**config.mk**
```make
export PLATFORM = sky130hd
export DESIGN_NAME = cascade_counter
export DESIGN_NICKNAME = d
export VERILOG_FILES = /design/src/rtl/cnt_pkg.sv /design/src/rtl/cnt_rst_sync.sv /design/src/rtl/cnt_stage.sv /design/src/rtl/cnt_limit.sv /design/src/rtl/cascade_counter.sv
export SDC_FILE = /design/constraint.sdc
export NUM_CORES = 1
export LEC_CHECK = 0
export ABC_AREA = 1
export BUFFER_PORTS_ARGS = -buffer_cell sky130_fd_sc_hd__buf_2
export CAP_MARGIN = 0
export CORE_MARGIN = 2
export CORE_UTILIZATION = 30
export CTS_CLUSTER_DIAMETER = 100
export CTS_CLUSTER_SIZE = 28
export DETAILED_ROUTE_END_ITERATION = 10
export SYNTH_ARGS = -nofsm -noshare
export SYNTH_HDL_FRONTEND = slang
export SYNTH_SLANG_ARGS = --single-unit
```
**constraint.sdc**
```tcl
create_clock -name clk -period 1.7 [get_ports clk]
set_input_delay 0.17 -clock clk [delete_from_list [all_inputs] [get_ports clk]]
set_output_delay 0.17 -clock clk [all_outputs]
set_load 0.02 [all_outputs]
```
**src/rtl/cnt_pkg.sv**
```systemverilog
package cnt_pkg;

  typedef enum logic [1:0] {
    MODE_HOLD = 2'd0,
    MODE_INC  = 2'd1,
    MODE_LOAD = 2'd2,
    MODE_CLR  = 2'd3
  } cnt_mode_e;

  // Fixed priority: clear, then load, then count (both enables), else hold.
  function automatic cnt_mode_e pick_mode(input logic clr_n,
                                          input logic ld_n,
                                          input logic pe,
                                          input logic te);
    cnt_mode_e m;
    if (!clr_n)        m = MODE_CLR;
    else if (!ld_n)    m = MODE_LOAD;
    else if (pe && te) m = MODE_INC;
    else               m = MODE_HOLD;
    return m;
  endfunction

endpackage

```
**src/rtl/cnt_rst_sync.sv**
```systemverilog
module cnt_rst_sync #(
  parameter int DEPTH = 2
) (
  input  logic clk,
  input  logic rst_n,
  output logic rst_q_n
);

  logic [DEPTH-1:0] sync_r;
  logic [DEPTH-1:0] sync_nxt;

  always_comb begin
    sync_nxt = {sync_r[DEPTH-2:0], 1'b1};
  end

  always_ff @(posedge clk or negedge rst_n) begin
    if (!rst_n) sync_r <= '0;
    else        sync_r <= sync_nxt;
  end

  assign rst_q_n = sync_r[DEPTH-1];

endmodule

```
**src/rtl/cnt_stage.sv**
```systemverilog
module cnt_stage
  import cnt_pkg::*;
#(
  parameter int W = 4
) (
  input  logic         clk,
  input  logic         rst_n,
  input  logic         clr_n,
  input  logic         ld_n,
  input  logic [W-1:0] d,
  input  logic         pe,
  input  logic         te,
  output logic [W-1:0] q,
  output logic         tc
);

  localparam logic [W-1:0] ONE = W'(1);

  cnt_mode_e    mode;
  logic [W-1:0] q_r;
  logic [W-1:0] q_nxt;
  logic         q_upd;
  logic         at_top;

  always_comb begin
    mode  = pick_mode(clr_n, ld_n, pe, te);
    q_upd = (mode != MODE_HOLD);
    unique case (mode)
      MODE_CLR:  q_nxt = '0;
      MODE_LOAD: q_nxt = d;
      MODE_INC:  q_nxt = q_r + ONE;
      default:   q_nxt = q_r;
    endcase
  end

  always_ff @(posedge clk or negedge rst_n) begin
    if (!rst_n)     q_r <= '0;
    else if (q_upd) q_r <= q_nxt;
  end

  // Terminal count is gated by the carry enable with no register in the path.
  always_comb begin
    at_top = &q_r;
    tc     = te & at_top;
  end

  assign q = q_r;

  AST_CLEAR_FIRST: assert property (@(posedge clk) disable iff (!rst_n)
    !clr_n |=> (q == '0));
  AST_LOAD_OVER_EN: assert property (@(posedge clk) disable iff (!rst_n)
    (clr_n && !ld_n) |=> (q == $past(d)));
  AST_COUNT_STEP: assert property (@(posedge clk) disable iff (!rst_n)
    (clr_n && ld_n && pe && te) |=> (q == W'($past(q) + ONE)));
  AST_HOLD_LOW_EN: assert property (@(posedge clk) disable iff (!rst_n)
    (clr_n && ld_n && !(pe && te)) |=> $stable(q));
  AST_WRAP_ZERO: assert property (@(posedge clk) disable iff (!rst_n)
    (clr_n && ld_n && pe && te && (&q)) |=> (q == '0));

endmodule

```
**src/rtl/cnt_limit.sv**
```systemverilog
module cnt_limit #(
  parameter int WIDTH = 12
) (
  input  logic [WIDTH-1:0] cur,
  input  logic             lim_en,
  input  logic [WIDTH-1:0] lim_val,
  input  logic             clr_n,
  output logic             clr_eff_n
);

  logic hit;

  always_comb begin
    hit       = lim_en && (cur == lim_val);
    clr_eff_n = clr_n && !hit;
  end

endmodule

```
**src/rtl/cascade_counter.sv**
```systemverilog
module cascade_counter #(
  parameter int STAGES = 3,
  parameter int SW     = 4
) (
  input  logic                   clk,
  input  logic                   rst_n,
  input  logic                   clr_n,
  input  logic                   ld_n,
  input  logic [STAGES*SW-1:0]   ld_data,
  input  logic                   cnt_en,
  input  logic                   cin,
  input  logic                   lim_en,
  input  logic [STAGES*SW-1:0]   lim_val,
  output logic [STAGES*SW-1:0]   count,
  output logic                   carry_out
);

  localparam int WIDTH = STAGES * SW;
  localparam logic [WIDTH-1:0] ONE = WIDTH'(1);

  logic              rst_q_n;
  logic              clr_eff_n;
  logic [STAGES:0]   te_chain;
  logic [WIDTH-1:0]  cnt_w;

  cnt_rst_sync #(.DEPTH(2)) u_rst (
    .clk     (clk),
    .rst_n   (rst_n),
    .rst_q_n (rst_q_n)
  );

  cnt_limit #(.WIDTH(WIDTH)) u_lim (
    .cur       (cnt_w),
    .lim_en    (lim_en),
    .lim_val   (lim_val),
    .clr_n     (clr_n),
    .clr_eff_n (clr_eff_n)
  );

  assign te_chain[0] = cin;

  for (genvar i = 0; i < STAGES; i++) begin : g_stage
    cnt_stage #(.W(SW)) u_stage (
      .clk   (clk),
      .rst_n (rst_q_n),
      .clr_n (clr_eff_n),
      .ld_n  (ld_n),
      .d     (ld_data[i*SW +: SW]),
      .pe    (cnt_en),
      .te    (te_chain[i]),
      .q     (cnt_w[i*SW +: SW]),
      .tc    (te_chain[i+1])
    );
  end

  assign count     = cnt_w;
  assign carry_out = te_chain[STAGES];

  AST_CHAIN_STEP: assert property (@(posedge clk) disable iff (!rst_q_n)
    (clr_eff_n && ld_n && cnt_en && cin) |=> (count == WIDTH'($past(count) + ONE)));
  AST_LIMIT_CLEAR: assert property (@(posedge clk) disable iff (!rst_q_n)
    (lim_en && (count == lim_val)) |=> (count == '0));
  AST_CARRY_HIGH: assert property (@(posedge clk) disable iff (!rst_q_n)
    carry_out |-> (cin && (&count)));
  AST_CARRY_SET: assert property (@(posedge clk) disable iff (!rst_q_n)
    (cin && (&count)) |-> carry_out);
  AST_RESET_ZERO: assert property (@(posedge clk)
    !rst_q_n |-> (count == '0));

endmodule

```
==> results_dict.tcl, run 1 <==
set metrics [dict create \
    outcome "finished, violations left" \
    violations "negative setup slack" \
    tightestPinTransition_ps 521 \
    n_antenna_cell 0 \
    reg2reg_slack_ps -160 \
    grt_max_degree 13 \
    yosys.area_share.simple 0.328 \
    cts_tree "done" \
    synth_adder_area_share 0.128 \
    endpoint_kind "flip-flop" \
    synth_top_family_by_area "simple AND/OR/NAND/NOR gates" \
    via_per_inst 4.42 \
    io_pins 44 \
    drtIter0Drc 38 \
    grt_overflow_total 0 \
    crit_fanout 4 \
    cts-root-buf "clkbuf_8" \
    cts_sinks 14 \
    r2r-end "g_stage[2].u_stage.q[1]$_DFFE_PN0P_" \
    final_cell_mix "52 x nand2_1, 42 x buf_2, 27 x buf_4" \
    slowest_stage "dfrtp_2" \
    drv_slew 0 \
    rows 22 \
    dieArea_sq_um 4410 \
    io_buffers 43 \
    layout_commonest_cell "nand2_1" \
    fillers 379 \
    peakVddDrop_uv 174 \
    synth-seq-cells 14 \
    slew_headroom 0.653 \
    worstSetupStartpoint "g_stage[0].u_stage.q[1]$_DFFE_PN0P_" \
    grt_pass1_wl_um 5220 \
    cp_num_buf_inv 3 \
    wl_per_cell_um 10.7 \
    synth_compound_area_frac 0.130 \
    setup_slack_ps -163 \
    fmax_mhz 537 \
    min_path_type "reg -> async" \
    grt.total_usage 0.155 \
    cp.arrival_ps 1990 \
    fp.dieH_um 66.4 \
    crit_chain "buf_6, ha_4, nand2_2, nor2_1, inv_1, nor2_2, nand2_2, inv_2, nor2_4, ha_4, a22o_1, nand2_1, o21ai_0" \
    core-area_sq_um 3720 \
    setup.worst_path.class "reg -> reg" \
    ys_seq_area_frac 0.300 \
    ys_warn_count 0 \
    die_x_um 66.4 \
    place_congestion 0.852 \
    dp.final_hpwl_um 2610 \
    rsz0062_at_grt "true" \
    clockBufferDepth 2 \
    rr_worst_depth 13 \
    synth-xor-area-share 0.0150 \
    firstDrtPassIters 4 \
    clkSlewWorstSetupHoldPaths_ps 60 \
    totalPowerFinal_mw 1.07 \
    drc 0 \
    maxCapViolations 0 \
    cp_data_required_time_ps 1830 \
    design_area_sq_um 1970 \
    numCtsBuffers 3 \
    nets 299 \
    p_per_area_nw_per_um2 546 \
    syn_nets 221 \
    fin_crit_sh 1.10 \
    muxShareOfSynthArea 0 \
    cp-start-kind "flip-flop" \
    holdWs_ps 213 \
    antenna_left 0 \
    r2r-start "g_stage[0].u_stage.q[1]$_DFFE_PN0P_" \
    period_minus_slack_ps 1860 \
    area_delta_synth_final_pct 68.2 \
    p_leak_nw 1.00 \
    start_util 0.314 \
    hold_viol 0 \
    ys_types 18 \
    slowest_delay_ps 390 \
    antenna_found_initial 0 \
    syn_inst 178 \
    syn_area_sq_um 1170 \
    dr_total_vias 1338 \
    finClkSkew_ps 2.16 \
    setup-violations-final 13 \
    wirelength_um 3230 \
    cts_max_level 1 \
    grt_pass1_vias 1197 \
    postSynthAreaPerCell_sq_um 6.57 \
    cp_top_family "simple AND/OR/NAND/NOR gates" \
    placed_area_sq_um 1700 \
    drive_above_1_share 0.529 \
    clk_latency_ps 240 \
]
## registers in the layout, indices dropped and copies added (netlist names)
register and cells:
g_stage.u_stage.q 12, u_rst.sync_r 2
## final cells by class
| type | count | area [sq um] | share of cell area |
|---|---|---|---|
| Sequential cell | 14 | 364 | 0.185 |
| Multi-Input combinational cell | 134 | 908 | 0.462 |
| Inverter | 30 | 113 | 0.0573 |
| Timing Repair Buffer | 73 | 465 | 0.237 |
| Tap cell | 48 | 60.1 | 0.0306 |
| Clock buffer | 4 | 55.1 | 0.0280 |
## metrics by stage
stage,cells,setup slack (ps),TNS (ps),util
floorplan,178,-69.9,-349,-
global placement,293,-137,-1200,0.458
detailed placement,293,-143,-1410,0.458
CTS,300,-120,-1090,0.504
global route,303,-276,-3210,0.529
finish,303,-163,-1300,0.529
## cells in the mapped netlist (all sizes together)
cell type  number  area [sq um]
xnor2           2          17.5
dfrtp          14           350
nand3b          1          7.51
o22ai           3          18.8
ha             12           150
inv            30           113
conb            1          3.75
nor4b           1          8.76
nand2          61           239
nor2           24          92.6
a22oi           3          22.5
a22o            4          35.0
o21ai          15          75.1
nand3           7          35.0
## layer usage
metal / vias to the layer above / part of all wire / GRT usage
met5: - / 0 / 0
met4: 0 / 0.011 / 0.0383
met3: 4 / 0.047 / 0.0273
met2: 29 / 0.47 / 0.261
met1: 591 / 0.47 / 0.205
li1: 714 / - / -
## worst max path at each step
stage	to	slack, ps	depth (start not counted)
after floorplan	g_stage[1].u_stage.q[0]$_DFFE_PN0P_	-70	13
after global placement	g_stage[2].u_stage.q[2]$_DFFE_PN0P_	-140	14
after detailed placement	g_stage[0].u_stage.q[2]$_DFFE_PN0P_	-140	13
after CTS	g_stage[0].u_stage.q[2]$_DFFE_PN0P_	-120	12
after global routing	g_stage[2].u_stage.q[1]$_DFFE_PN0P_	-280	14
final	g_stage[2].u_stage.q[1]$_DFFE_PN0P_	-160	13
## kinds of logic after synthesis
group,Yosys count
flip-flops,14
other,1
XOR/XNOR,2
adder cells (fa/ha/maj),12
AO/OA/AOI/OAI,25
buffers and inverters,30
AND/OR/NAND/NOR,94
## power by group
part           internal (mW)  switching (mW)
clock network          0.205           0.123
logic                  0.180           0.186
registers              0.357          0.0239
## repair_timing
item                                    4_1_cts  5_1_grt
hold buffers                                  1        0
pin swaps                                    13       18
setup buffers                                 2        4
hold endpoints to repair                      2        0
resized for setup                            21       31
endpoints found under the setup margin       13       13
No activity file was read; power rests on OpenSTA's default activity.
==> run 2: changes to the inputs <==
--- a/config.mk
+++ b/config.mk
@@ -5,7 +5,7 @@
 export SDC_FILE = /design/constraint.sdc
 export NUM_CORES = 1
 export LEC_CHECK = 0
-export ABC_AREA = 1
+export ABC_AREA = 0
 export BUFFER_PORTS_ARGS = -buffer_cell sky130_fd_sc_hd__buf_2
 export CAP_MARGIN = 0
 export CORE_MARGIN = 2
==> run 2 against run 1 <==
The run still ends with negative setup slack left. Sequential cell count unchanged. Global-route usage up 1.7 points. Routed wire length is 7.2% higher. Sequential share of layout area up 2.1 points. Sequential power hardly changed. Synthesized cell count fell by 34%. Combinational power down 7.7%. Via count shrank 9.8%. Register-to-register slack got worse by 460 ps. Critical path type unchanged. Critical endpoint is now g_stage[1].u_stage.q[3]$_DFFE_PN0P_.
==> results_dict.tcl, run 2 <==
set metrics [dict create \
    peakVddDrop_uv 307 \
    intPower_mw 0.617 \
    synth-seq-cells 14 \
    dieArea_sq_um 4060 \
    postSynthAreaPerCell_sq_um 9.07 \
    ys_top_cells_by_area "dfrtp_1 33%, ha_1 14%, xnor2_1 9.8%, o21ai_0 5.1%, nand3_1 3.7%" \
    final_util 0.515 \
    wl_per_cell_um 14.7 \
    fillers 316 \
    firstDrtPassIters 4 \
    syn_inst 118 \
    final_cell_mix "42 x buf_2, 25 x buf_4, 10 x xnor2_1" \
    p_per_area_nw_per_um2 527 \
    ys_types 28 \
    rows 21 \
    layout_commonest_cell "buf_2" \
    largest_reg_flops 12 \
    slew_headroom 0.630 \
    die_x_um 63.7 \
    fmax_mhz 431 \
    crit_fanout 6 \
    netSwitchingPower_mw 0.304 \
    n_antenna_cell 0 \
    setup-violations-final 13 \
    place_congestion 0.853 \
    swShare 0.330 \
    reg2reg_slack_ps -620 \
    placed_area_sq_um 1540 \
    p_seq_frac 0.411 \
    instances_no_fill 236 \
    min_path_type "in -> reg" \
    numCtsBuffers 3 \
    grt_pass1_vias 1154 \
    cp.arrival_ps 2530 \
    via_per_inst 5.11 \
    start_util 0.316 \
    r2r-end "g_stage[1].u_stage.q[3]$_DFFE_PN0P_" \
    cts_max_level 1 \
    wirelength_um 3460 \
    dr_total_vias 1207 \
    finClkSkew_ps 4.78 \
    synth_edf_count 0 \
    period_minus_slack_ps 2320 \
    grt_max_degree 13 \
    yosys.area.top_type "dfrtp_1" \
    outcome "finished, violations left" \
    rsz0062_at_grt "true" \
    cts_tree "done" \
    synth_commonest_cells "14 x dfrtp_1, 12 x ha_1, 12 x xnor2_1" \
    cts_sinks 14 \
    drtIter0Drc 45 \
    yosys.cell_count.top_type "dfrtp_1" \
    design_area_sq_um 1750 \
    drc 0 \
    crit_end "g_stage[1].u_stage.q[3]$_DFFE_PN0P_" \
    area_delta_synth_final_pct 63.3 \
    ys_warn_count 0 \
    antenna_found_initial 0 \
    antenna_left 0 \
    syn_area_sq_um 1070 \
    nets 234 \
    ys.flop_type "dfrtp_1" \
    cp_data_required_time_ps 1910 \
    clkSlewWorstSetupHoldPaths_ps 90 \
    pwr-share-comb 0.368 \
    endpoint_kind "flip-flop" \
    hold_viol 0 \
    tightestPinTransition_ps 555 \
    clk_latency_ps 280 \
    place_inst 224 \
    worstSetupStartpoint "g_stage[0].u_stage.q[1]$_DFFE_PN0P_" \
    synth_top_area_frac 0.327 \
    maxCapViolations 0 \
    grt_pass1_wl_um 5420 \
    holdWs_ps 116 \
    drive_above_1_share 0.547 \
    drv_slew 0 \
    clockBufferDepth 2 \
    clockPowerShare 0.222 \
    io_buffers 43 \
    ys_seq_area_frac 0.327 \
    r2r-start "g_stage[0].u_stage.q[1]$_DFFE_PN0P_" \
    syn_nets 161 \
    cts-root-buf "clkbuf_4" \
    setup.worst_path.class "reg -> reg" \
    fp.dieH_um 63.7 \
    p_leak_nw 0.793 \
    core-area_sq_um 3390 \
    io_pins 44 \
    synthArstFlopShare 1.00 \
    dp.final_hpwl_um 2590 \
    rr_worst_depth 8 \
    fin_crit_sh 1.37 \
    grt.total_usage 0.172 \
    cp-start-kind "flip-flop" \
    setup_slack_ps -621 \
    grt_overflow_total 0 \
    violations "negative setup slack" \
]
==> run 2: changes by cell type after synthesis, moves of 3 or more <==
| cell | change |
|---|---|
| a31oi_1 | +4 |
| inv_1 | -19 |
| nand2_1 | -50 |
| nand4_1 | +3 |
| nor2_1 | -20 |
| nor3b_1 | +4 |
| o21ai_0 | -4 |
| xnor2_1 | +10 |
==> run 2: layout make-up <==
cell class              instances  area (sq um)  share of cell area
inverters                       9          33.8              0.0193
clock buffers                   4          26.3              0.0150
flip-flops and latches         14           360               0.206
repair buffers                 69           419               0.240
multi-input cells              94           850               0.486
well taps                      46          57.6              0.0330
==> run 2: cell families (layout without fill, tap and decap cells) <==
| logic type | after synthesis | after routing | synth area share |
|---|---|---|---|
| XOR/XNOR | 12 | 12 | 0.0982 |
| buffers and inverters | 10 | 82 | 0.0421 |
| flip-flops | 14 | 14 | 0.327 |
| adder cells (fa/ha/maj) | 12 | 12 | 0.140 |
| AO/OA/AOI/OAI | 32 | 32 | 0.198 |
| other | 1 | 1 | 0.00351 |
| AND/OR/NAND/NOR | 37 | 37 | 0.191 |
==> run 2: critical path, stage by stage, from the launching register on <==
cell and delay, ps:
dfrtp_2 440, xnor2_2 140, nand3_1 110, or4_4 580
and3_4 230, buf_4 150, ha_4 170, or2_4 280
o22ai_2 150
==> run 2: layer usage <==
layer  up-vias  track usage  share of wire
li1        579            -              -
met1       583        0.217           0.44
met2        43        0.297           0.50
met3         2       0.0429          0.053
met4         0       0.0326         0.0043
met5         -            0              0
==> run 2: how the worst min path moves through the flow <==
stage | startpoint | endpoint | slack (ps) | depth (start not counted)
6_report | ld_data[11] | g_stage[2].u_stage.q[3]$_DFFE_PN0P_ | 120 | 3
5_1_grt | ld_data[11] | g_stage[2].u_stage.q[3]$_DFFE_PN0P_ | 110 | 3
4_1_cts | ld_data[11] | g_stage[2].u_stage.q[3]$_DFFE_PN0P_ | 110 | 3
3_5_place_dp | rst_n | u_rst.sync_r[0]$_DFF_PN0_ | -40 | 1
3_3_place_gp | rst_n | u_rst.sync_r[1]$_DFF_PN0_ | -40 | 1
2_1_floorplan | rst_n | u_rst.sync_r[0]$_DFF_PN0_ | -130 | 0
==> run 2: power groups by stage <==
stage / Sequential, mW / Combinational, mW / Clock (mW)
global placement: 0.383 / 0.282 / 0
global route: 0.383 / 0.366 / 0.233
detailed placement: 0.384 / 0.292 / 0
floorplan: 0.414 / 0.131 / 0
CTS: 0.378 / 0.310 / 0.215
finish: 0.378 / 0.338 / 0.204
==> run 2: timing repair <==
item,in CTS,in global routing
endpoints found under the setup margin,13,13
gates resized for setup,10,14
hold endpoints to repair,2,0
buffers inserted,1,6
hold buffers,1,0
pin swaps,5,11
==> run 2: per-stage QoR <==
stage	total power [mW]	worst slack (ps)	setup TNS, ps
after CTS	0.903	-580	-6800
after floorplan	0.545	-579	-6270
after global placement	0.666	-581	-6580
after detailed placement	0.676	-632	-6970
final	0.920	-621	-7240
after global routing	0.982	-706	-8230
==> run 3: changes to the inputs <==
==> constraint.sdc (replaced) <==
create_clock -name clk -period 2.5 [get_ports clk]
set_input_delay 0.25 -clock clk [delete_from_list [all_inputs] [get_ports clk]]
set_output_delay 0.25 -clock clk [all_outputs]
set_load 0.02 [all_outputs]
==> run 3 against run 2 <==
The flow now finishes without violations. Routed wire length is 18% lower. Clock power is 20% lower. Final area is 10% lower. Critical path depth is 1 higher. Cell count is 5.1% lower. Global-route usage is 3.2 points lower. Critical path type unchanged. Largest cell class unchanged. Highest routed layer unchanged.
==> results_dict.tcl, run 3 (synthesis results as in run 2) <==
set metrics [dict create \
    cts-root-buf "clkbuf_4" \
    cp.arrival_ps 2650 \
    grt_pass1_wl_um 4500 \
    antenna_found_initial 0 \
    final_util 0.463 \
    setup.worst_path.class "reg -> reg" \
    fin_crit_sh 0.971 \
    slowest_delay_ps 550 \
    drtIter0Drc 67 \
    crit_chain "xnor2_2, nand3_1, or4_4, and3_4, ha_1, nand2b_4, nor4_4, a31oi_1, nand2_1" \
    outcome "finished, final reports clean" \
    cts_max_level 1 \
    largest_reg_flops 12 \
    endpoint_kind "flip-flop" \
    cp_top_family "simple AND/OR/NAND/NOR gates" \
    rsz0062_at_grt "true" \
    multi_input_area_sq_um 757 \
    final_cell_mix "43 x buf_2, 13 x buf_4, 12 x ha_1" \
    numCtsBuffers 3 \
    wl_per_cell_um 12.7 \
    area_delta_synth_final_pct 46.5 \
    drive_above_1_share 0.461 \
    cts_sinks 14 \
    fin_setup_tns_ps 0 \
    p_leak_nw 0.749 \
    antenna_left 0 \
    grt_max_degree 13 \
    p_per_area_nw_per_um2 389 \
    n_antenna_cell 0 \
    drc 0 \
    start_util 0.316 \
    setup-violations-final 0 \
    cp_num_buf_inv 0 \
    wirelength_um 2840 \
    die_x_um 63.7 \
    layout_commonest_cell "buf_2" \
    rows 21 \
    setup_slack_ps 72.3 \
    seq_area_sq_um 360 \
    hold_viol 0 \
    placed_area_sq_um 1420 \
    cp_data_required_time_ps 2720 \
    grt_pass1_vias 1044 \
    finClkSkew_ps 3.29 \
    slowest_stage "or4_4" \
    dr_total_vias 1125 \
    dp.final_hpwl_um 2280 \
    nets 222 \
    grt.total_usage 0.140 \
    maxCapViolations 0 \
    dieArea_sq_um 4060 \
    via_per_inst 5.02 \
    clkSlewWorstSetupHoldPaths_ps 90 \
    design_area_sq_um 1570 \
    io_buffers 43 \
    fillers 338 \
    io_pins 44 \
    place_congestion 0.826 \
    crit_fanout 6 \
    dp_slack_ps -79.5 \
    core-area_sq_um 3390 \
    cts_tree "done" \
    grt_overflow_total 0 \
    fmax_mhz 412 \
    period_minus_slack_ps 2430 \
    clk_latency_ps 280 \
    peakVddDrop_uv 262 \
    drv_slew 0 \
    fp.dieH_um 63.7 \
    firstDrtPassIters 4 \
    clockBufferDepth 2 \
    cp-start-kind "flip-flop" \
    min_path_type "reg -> async" \
]
==> run 3: cell types whose count changed in the layout (fill, tap and decap cells not counted), moves of 2 or more <==
cell / change
ha_1: +8
o21ai_1: -2
o21ai_0: +5
o21ai_2: -3
ha_2: -2
or2_4: -2
or2_2: +2
xnor2_1: -3
ha_4: -6
xnor2_2: +3
buf_4: -12
==> run 3: worst paths after layout <==
path	from	endpoint	slack, ps	cells past startpoint
worst max-delay path	g_stage[0].u_stage.q[1]$_DFFE_PN0P_	g_stage[2].u_stage.q[3]$_DFFE_PN0P_	70	9
worst min-delay path	u_rst.sync_r[1]$_DFF_PN0_	g_stage[2].u_stage.q[2]$_DFFE_PN0P_	200	0
worst max register to register	g_stage[0].u_stage.q[1]$_DFFE_PN0P_	g_stage[2].u_stage.q[3]$_DFFE_PN0P_	70	9
worst min register to register	u_rst.sync_r[1]$_DFF_PN0_	g_stage[2].u_stage.q[2]$_DFFE_PN0P_	200	0
max in group asynchronous	u_rst.sync_r[1]$_DFF_PN0_	g_stage[2].u_stage.q[1]$_DFFE_PN0P_	1940	0
min in group clk	ld_data[11]	g_stage[2].u_stage.q[3]$_DFFE_PN0P_	210	3
==> run 3: through the flow <==
| step | hold slack [ps] | total power, mW | instances |
|---|---|---|---|
| after floorplan | -45.6 | 0.356 | 118 |
| after global placement | 36.9 | 0.428 | 216 |
| after detailed placement | 38.6 | 0.431 | 216 |
| after CTS | 205 | 0.598 | 221 |
| after global routing | 215 | 0.649 | 224 |
| final | 201 | 0.610 | 224 |
==> run 3: layer usage <==
| layer | part of all wire | up-vias | GRT usage | wire, um |
|---|---|---|---|---|
| li1 | - | 561 | - | - |
| met1 | 0.42 | 536 | 0.171 | 1200 |
| met2 | 0.51 | 24 | 0.229 | 1450 |
| met3 | 0.050 | 4 | 0.0357 | 143 |
| met4 | 0.016 | 0 | 0.0652 | 44 |
| met5 | 0 | - | 0 | 0 |
==> run 3: cell type report <==
cell class,instances,share of cell area
Multi-Input combinational cell,94,0.483
Sequential cell,14,0.230
Timing Repair Buffer,57,0.206
Tap cell,46,0.0367
Clock buffer,4,0.0231
Inverter,9,0.0215
==> run 3: power breakdown <==
| group | switching, mW | leakage, nW | internal (mW) |
|---|---|---|---|
| Sequential | 0.0166 | 0.174 | 0.242 |
| Combinational | 0.0936 | 0.554 | 0.0941 |
| Clock | 0.0754 | 0.0210 | 0.0886 |
| Total | 0.186 | 0.749 | 0.424 |
==> run 3: repair_timing <==
action	CTS	global route
endpoints found under the hold margin	2	0
setup buffers	0	3
gates resized for setup	3	13
setup endpoints to repair	8	10
pin swaps	0	5
gates cloned	0	0
hold buffers	1	0
